**config.mk**
```make
export PLATFORM = sky130hd
export DESIGN_NAME = cms_mode_state_regs
export DESIGN_NICKNAME = d
export VERILOG_FILES = /design/src/rtl/cms_pkg.sv /design/src/rtl/cms_handshake.sv /design/src/rtl/cms_state_watch.sv /design/src/rtl/cms_ctrl_reg.sv /design/src/rtl/cms_mode_state_regs.sv
export SDC_FILE = /design/constraint.sdc
export NUM_CORES = 1
export LEC_CHECK = 0
export ABC_AREA = 0
export BUFFER_PORTS_ARGS = -buffer_cell sky130_fd_sc_hd__clkbuf_2
export CAP_MARGIN = 5
export CORE_ASPECT_RATIO = 0.8
export CORE_MARGIN = 2
export CORE_UTILIZATION = 44
export CTS_BUF_LIST = sky130_fd_sc_hd__clkbuf_4
export DETAILED_ROUTE_END_ITERATION = 16
export PLACE_DENSITY = 0.83
export SYNTH_ARGS = -nofsm -noshare
export SYNTH_HDL_FRONTEND = slang
export SYNTH_HIERARCHICAL = 1
export SYNTH_SLANG_ARGS = --single-unit
```
**constraint.sdc**
```tcl
create_clock -name clk -period 1.4 [get_ports clk]
set_input_delay 0.07 -clock clk [delete_from_list [all_inputs] [get_ports clk]]
set_output_delay 0.07 -clock clk [all_outputs]
set_load 0.05 [all_outputs]
```
**src/rtl/cms_pkg.sv**
```systemverilog
`timescale 1ns/1ps
package cms_pkg;
  localparam int unsigned DW      = 32;
  localparam int unsigned AW      = 2;
  localparam int unsigned ST_W    = 2;
  localparam int unsigned CNT_W   = 8;
  localparam int unsigned TIM_W   = 16;

  localparam logic [AW-1:0] A_CTRL = 2'd0;
  localparam logic [AW-1:0] A_IEN  = 2'd1;
  localparam logic [AW-1:0] A_STAT = 2'd2;
  localparam logic [AW-1:0] A_ECNT = 2'd3;

  localparam int unsigned B_INIT_REQ = 0;
  localparam int unsigned B_SLP_REQ  = 1;
  localparam int unsigned B_LISTEN   = 12;
  localparam int unsigned B_LOOPB    = 13;
  localparam int unsigned B_FLAG     = 22;
  localparam int unsigned B_IEN_SC   = 6;

  typedef enum logic [ST_W-1:0] {
    ES_ACTIVE  = 2'd0,
    ES_WARN    = 2'd1,
    ES_PASSIVE = 2'd2,
    ES_BUSOFF  = 2'd3
  } err_state_e;

  // Laid out so that the packed struct lands on control bits 31:16.
  typedef struct packed {
    logic       triple;
    logic [2:0] tseg2;
    logic [3:0] tseg1;
    logic [1:0] sjw;
    logic [5:0] brp;
  } timing_t;

  function automatic logic [DW-1:0] ctrl_word(input timing_t t, input logic loopb,
                                              input logic listen, input logic slp_ack,
                                              input logic init_ack, input logic slp_req,
                                              input logic init_req);
    logic [DW-1:0] w;
    w        = '0;
    w[31:16] = t;
    w[15]    = 1'b1;
    w[13]    = loopb;
    w[12]    = listen;
    w[9]     = slp_ack;
    w[8]     = init_ack;
    w[1]     = slp_req;
    w[0]     = init_req;
    return w;
  endfunction

  function automatic logic [DW-1:0] stat_word(input logic flag,
                                              input logic [ST_W-1:0] rx,
                                              input logic [ST_W-1:0] tx);
    logic [DW-1:0] w;
    w         = '0;
    w[B_FLAG] = flag;
    w[21:20]  = rx;
    w[19:18]  = tx;
    return w;
  endfunction

  function automatic logic [DW-1:0] ecnt_word(input logic [CNT_W-1:0] txc,
                                              input logic [CNT_W-1:0] rxc);
    logic [DW-1:0] w;
    w        = '0;
    w[23:16] = txc;
    w[7:0]   = rxc;
    return w;
  endfunction
endpackage

```
**src/rtl/cms_handshake.sv**
```systemverilog
`timescale 1ns/1ps
module cms_handshake #(
  parameter int unsigned LAT = 4
) (
  input  logic clk,
  input  logic rst_n,
  input  logic req,
  output logic ack
);
  localparam int unsigned CW = (LAT < 2) ? 1 : $clog2(LAT + 1);
  localparam logic [CW-1:0] LAST = CW'(LAT - 1);

  logic [CW-1:0] wait_cnt;
  logic          pending;

  assign pending = (req != ack);

  always_ff @(posedge clk) begin
    if (!rst_n) begin
      wait_cnt <= '0;
      ack      <= 1'b0;
    end else if (!pending) begin
      wait_cnt <= '0;
    end else if (wait_cnt == LAST) begin
      wait_cnt <= '0;
      ack      <= req;
    end else begin
      wait_cnt <= wait_cnt + 1'b1;
    end
  end
endmodule

```
**src/rtl/cms_state_watch.sv**
```systemverilog
`timescale 1ns/1ps
module cms_state_watch
  import cms_pkg::*;
(
  input  logic            clk,
  input  logic            rst_n,
  input  logic [ST_W-1:0] tx_state,
  input  logic [ST_W-1:0] rx_state,
  input  logic            clr,
  output logic            change,
  output logic            flag
);
  logic [ST_W-1:0] tx_prev, rx_prev;

  assign change = (tx_state != tx_prev) || (rx_state != rx_prev);

  always_ff @(posedge clk) begin
    if (!rst_n) begin
      tx_prev <= ES_ACTIVE;
      rx_prev <= ES_ACTIVE;
      flag    <= 1'b0;
    end else begin
      tx_prev <= tx_state;
      rx_prev <= rx_state;
      if (change)   flag <= 1'b1;
      else if (clr) flag <= 1'b0;
    end
  end
endmodule

```
**src/rtl/cms_ctrl_reg.sv**
```systemverilog
`timescale 1ns/1ps
module cms_ctrl_reg
  import cms_pkg::*;
(
  input  logic       clk,
  input  logic       rst_n,
  input  logic       wr,
  input  logic [DW-1:0] wdata,
  input  logic       init_ack,
  output logic       init_req,
  output logic       slp_req,
  output logic       listen,
  output logic       loopb,
  output timing_t    timing,
  output logic       cfg_open
);
  assign cfg_open = wr && init_ack;

  always_ff @(posedge clk) begin
    if (!rst_n) begin
      init_req <= 1'b0;
      slp_req  <= 1'b0;
      listen   <= 1'b0;
      loopb    <= 1'b0;
      timing   <= '0;
    end else begin
      if (wr) begin
        init_req <= wdata[B_INIT_REQ];
        slp_req  <= wdata[B_SLP_REQ];
      end
      if (cfg_open) begin
        listen <= wdata[B_LISTEN];
        loopb  <= wdata[B_LOOPB];
        timing <= wdata[31:16];
      end
    end
  end
endmodule

```
**src/rtl/cms_mode_state_regs.sv**
```systemverilog
`timescale 1ns/1ps
module cms_mode_state_regs
  import cms_pkg::*;
#(
  parameter int unsigned ACK_LAT = 4
) (
  input  logic             clk,
  input  logic             rst_n,
  input  logic             reg_wr,
  input  logic [AW-1:0]    reg_addr,
  input  logic [DW-1:0]    reg_wdata,
  output logic [DW-1:0]    reg_rdata,
  input  logic [ST_W-1:0]  eng_tx_state,
  input  logic [ST_W-1:0]  eng_rx_state,
  input  logic [CNT_W-1:0] eng_rx_errcnt,
  input  logic [CNT_W-1:0] eng_tx_errcnt,
  output logic             irq,
  output logic             cfg_init,
  output logic             cfg_sleep,
  output logic             cfg_listen,
  output logic             cfg_loopback,
  output logic [5:0]       cfg_brp,
  output logic [1:0]       cfg_sjw,
  output logic [3:0]       cfg_tseg1,
  output logic [2:0]       cfg_tseg2,
  output logic             cfg_triple
);
  localparam int unsigned NHS = 2;

  logic ctrl_wr, ien_wr, stat_clr;
  logic init_req, slp_req, init_ack, slp_ack;
  logic listen_q, loopb_q, cfg_open;
  logic state_chg, sc_flag, ien_q;
  timing_t timing_q;
  logic [NHS-1:0] hs_req, hs_ack;
  logic unused_wbits;

  assign ctrl_wr  = reg_wr && (reg_addr == A_CTRL);
  assign ien_wr   = reg_wr && (reg_addr == A_IEN);
  assign stat_clr = reg_wr && (reg_addr == A_STAT) && reg_wdata[B_FLAG];
  assign unused_wbits = ^{reg_wdata[15:14], reg_wdata[11:7], reg_wdata[5:2]};

  cms_ctrl_reg u_ctrl (
    .clk      (clk),
    .rst_n    (rst_n),
    .wr       (ctrl_wr),
    .wdata    (reg_wdata),
    .init_ack (init_ack),
    .init_req (init_req),
    .slp_req  (slp_req),
    .listen   (listen_q),
    .loopb    (loopb_q),
    .timing   (timing_q),
    .cfg_open (cfg_open)
  );

  assign hs_req = {slp_req, init_req};

  for (genvar g = 0; g < NHS; g++) begin : g_hs
    cms_handshake #(.LAT(ACK_LAT)) u_hs (
      .clk   (clk),
      .rst_n (rst_n),
      .req   (hs_req[g]),
      .ack   (hs_ack[g])
    );
  end

  assign init_ack = hs_ack[0];
  assign slp_ack  = hs_ack[1];

  cms_state_watch u_watch (
    .clk      (clk),
    .rst_n    (rst_n),
    .tx_state (eng_tx_state),
    .rx_state (eng_rx_state),
    .clr      (stat_clr),
    .change   (state_chg),
    .flag     (sc_flag)
  );

  always_ff @(posedge clk) begin
    if (!rst_n)      ien_q <= 1'b0;
    else if (ien_wr) ien_q <= reg_wdata[B_IEN_SC];
  end

  assign irq = sc_flag && ien_q;

  always_comb begin
    reg_rdata = '0;
    case (reg_addr)
      A_CTRL: reg_rdata = ctrl_word(timing_q, loopb_q, listen_q, slp_ack, init_ack,
                                    slp_req, init_req);
      A_IEN:  reg_rdata[B_IEN_SC] = ien_q;
      A_STAT: reg_rdata = stat_word(sc_flag, eng_rx_state, eng_tx_state);
      default: reg_rdata = ecnt_word(eng_tx_errcnt, eng_rx_errcnt);
    endcase
  end

  assign cfg_init     = init_ack;
  assign cfg_sleep    = slp_ack;
  assign cfg_listen   = listen_q;
  assign cfg_loopback = loopb_q;
  assign cfg_brp      = timing_q.brp;
  assign cfg_sjw      = timing_q.sjw;
  assign cfg_tseg1    = timing_q.tseg1;
  assign cfg_tseg2    = timing_q.tseg2;
  assign cfg_triple   = timing_q.triple;
endmodule

```
==> impl_metrics.json <==
{
  "syn_avg_cell_area_um2": 9.435,
  "max_stage_delay_ps": 330,
  "tns_ps": 0,
  "grt_usage_pct": 21.42,
  "drt_iter0_drc": 61,
  "fill_cells": 318,
  "first_global_vias": 1555,
  "power_density_nw_per_um2": 817.5,
  "path_class": "flop to primary output",
  "cp.arrival_ps": 1270,
  "setup-violations-final": 0,
  "synth_edf_count": 0,
  "fin_nets": 361,
  "htree_levels": 2,
  "drv_slew": 0,
  "antenna_found_initial": 0,
  "drt-total-wl_mm": 4.671,
  "die_area_um2": 4444,
  "path_delay_family": "flip-flops",
  "yosysTopAreaCell": "dfxtp_1",
  "fmax_mhz": 748.2,
  "crit_path_start_kind": "flop",
  "initial_utilization_pct": 45.70,
  "clk_latency_ps": 330,
  "numCtsBuffers": 5,
  "worst_slack_ps": 63.49,
  "min_period_ps": 1337,
  "fin_worst_skew_ps": 6.842,
  "clkTransAtPathRegs_ps": 110,
  "dpl_cell_area_um2": 2222,
  "avgViaCountPerCell": 4.924,
  "hp-class": "primary input to flop",
  "worstPathMaxFanout": 3,
  "crit_chain": "mux2_4 -> a22o_1 -> buf_6",
  "insertedDiodeCount": 0,
  "synth.distinct_cells": 30,
  "core_area_um2": 3779,
  "p_leak_nw": 1.202,
  "cts_tree": "built",
  "synth.most_common_cell": "dfxtp_1",
  "cp.required_ps": 1330,
  "worst_path_max_delay_cell": "dfxtp_1",
  "dr.pass1.iters": 4,
  "grt_overflow_total": 0,
  "timing.final.crit_share_pct": 95.47,
  "yosys_warnings": 6,
  "io_pins": 110,
  "synthTopCellsByCount": "dfxtp_1 (34), nand2_1 (20), nand4_1 (19)",
  "cap_violations": 0,
  "syn2layout_area_growth_pct": 47.61,
  "cts_root_buf": "clkbuf_4",
  "clock_sinks": 34,
  "chipHeight_um": 60.03,
  "synth_seq_area_share_pct": 39.42,
  "die_w_um": 74.04,
  "postRouteAntennaNets": 0,
  "crit_path_end_kind": "primary output",
  "clk_path_buf_depth": 2,
  "place_hpwl_mm": 3.094,
  "rsz0062_at_grt": "false",
  "grt_pass1_wl_mm": 7.100,
  "post_cts_buffers": 0,
  "hold_viol_final": 0,
  "crit_buf_inv": 1,
  "peakVddDrop_mv": 0.6377,
  "ys_ff_latch": 34,
  "synth_top_area_share_pct": 39.42,
  "async_reset_ff_share_pct": 0,
  "place_ws_ps": 60.72,
  "port_buffers": 95,
  "routabilityCongestion": 0.7455,
  "syn-cell-area_um2": 1727,
  "final_util_pct": 67.45,
  "drc_errors": 0,
  "multiInputGateArea_um2": 928.4,
  "rows": 20,
  "drive_gt1_share_pct": 42.86,
  "status": "complete, no violations",
  "fin_area_um2": 2549,
  "synthFlopType": "dfxtp_1",
  "seqCellArea_um2": 684.4,
  "routedWlPerCell_um": 13.12,
  "synth.top_cells.by_area": "dfxtp_1 (39%), nand4_1 (6.9%), and2_1 (6.5%), a22o_1 (5.1%), o21ai_2 (4.6%)",
  "routed-via-count": 1753,
  "grt_max_degree": 29,
  "synthCells": 183
}
per-stage QoR:
| step | instances | hold WS [ps] | total power (W) |
|---|---|---|---|
| after floorplan | 185 | 187.5 | 0.001229 |
| after global placement | 324 | 300.8 | 0.001336 |
| after detailed placement | 324 | 304.0 | 0.001340 |
| after CTS | 356 | 10.47 | 0.002097 |
| after global routing | 356 | 39.61 | 0.002173 |
| final | 356 | 13.04 | 0.002084 |
cell type report:
type / instances / share of cell area [%]
clock buffer: 5 / 1.473
tap: 55 / 2.700
timing repair buffer: 125 / 30.68
clock inverter: 3 / 1.571
sequential: 34 / 26.85
inverter: 2 / 0.2946
multi-input combinational: 132 / 36.43
what timing repair did:
item / in CTS / in global routing
hold endpoints to repair: 24 / 0
hold buffers: 24 / 0
endpoints found under the setup margin: 1 / 2
resized for setup: 1 / 3
flip-flops by register name, summed over array words and instances, names as in the netlist:
signal / cells
ien_q: 1
u_ctrl/init_req: 1
u_ctrl/loopb: 1
u_ctrl/slp_req: 1
u_ctrl/listen: 1
u_watch/tx_prev: 2
u_ctrl/timing: 16
u_watch/flag: 1
u_watch/rx_prev: 2
g_hs.u_hs/ack: 2
g_hs.u_hs/wait_cnt: 6
logic make-up (layout without fill, tap and decap cells):
family	Yosys count	after routing	share of synthesized area, %
flops	34	34	39.42
xor+xnor	6	6	3.043
simple gates	79	79	27.54
fa+ha+maj	4	4	2.899
buf+inv	19	135	7.246
other cells	1	3	0.2172
mux	11	11	6.956
compound gates	29	29	12.68
routing by layer:
| layer | vias up | wire [µm] | share of wire [%] | global-route usage, % |
|---|---|---|---|---|
| met5 | - | 0 | 0 | 0 |
| met4 | 0 | 48 | 1.0 | 7.013 |
| met3 | 7 | 338 | 7.2 | 4.553 |
| met2 | 83 | 2166 | 46 | 37.24 |
| met1 | 786 | 2117 | 45 | 26.48 |
| li1 | 877 | - | - | - |
tightest hold or removal path, cell delays in order:
cell,delay [ps]
clkbuf_2,80
mux2i_1,60
nor2b_1,100
path summary, 6_finish.rpt:
| path | slack (ps) | end | depth (start not counted) | from |
|---|---|---|---|---|
| max | 60 | reg_rdata[22] | 3 | u_watch/flag |
| min | 10 | u_ctrl/slp_req | 3 | reg_wdata[1] |
| max reg2reg | 230 | g_hs[1].u_hs/wait_cnt[2] | 3 | g_hs[1].u_hs/wait_cnt[0] |
| min reg2reg | 440 | g_hs[1].u_hs/wait_cnt[0] | 1 | g_hs[1].u_hs/wait_cnt[0] |
report_power, final:
group,switching (W),total [W],internal (W)
combinational,0.000224,0.000392,0.000168
clock,0.000338,0.000708,0.000370
sequential,0.00000723,0.000984,0.000977
total,0.000569,0.00208,0.00152
layout by cell type (no fill, tap or decap):
| master | netlist | layout |
|---|---|---|
| buf_4 | 3 | 6 |
| xnor2_1 | 6 | 6 |
| and2_1 | 18 | 18 |
| and2_2 | 1 | 1 |
| and4b_1 | 1 | 1 |
| a22o_1 | 10 | 10 |
| nand4_1 | 19 | 19 |
| nor2b_1 | 6 | 6 |
| o21a_1 | 1 | 1 |
| buf_6 | 3 | 1 |
| inv_1 | 2 | 2 |
| o21ai_1 | 2 | 2 |
| o21ai_2 | 9 | 9 |
| and3_1 | 5 | 5 |
| dlygate4sd3_1 | 0 | 24 |
| mux2_2 | 4 | 4 |
| mux2_4 | 1 | 1 |
| clkbuf_4 | 0 | 5 |
| dfxtp_1 | 34 | 33 |
| and4bb_2 | 2 | 2 |
| clkbuf_2 | 0 | 93 |
| dfxtp_4 | 0 | 1 |
| ha_1 | 4 | 4 |
| bufinv_16 | 0 | 1 |
| nand3b_1 | 1 | 1 |
| conb_1 | 1 | 3 |
| buf_12 | 0 | 1 |
| o21ai_0 | 7 | 7 |
| mux2i_1 | 6 | 6 |
| and2_4 | 1 | 1 |
| nand2_1 | 20 | 20 |
| nor2_2 | 1 | 1 |
| nor4b_1 | 4 | 4 |
| clkinv_2 | 0 | 2 |
(Power assumes the default switching activity.)
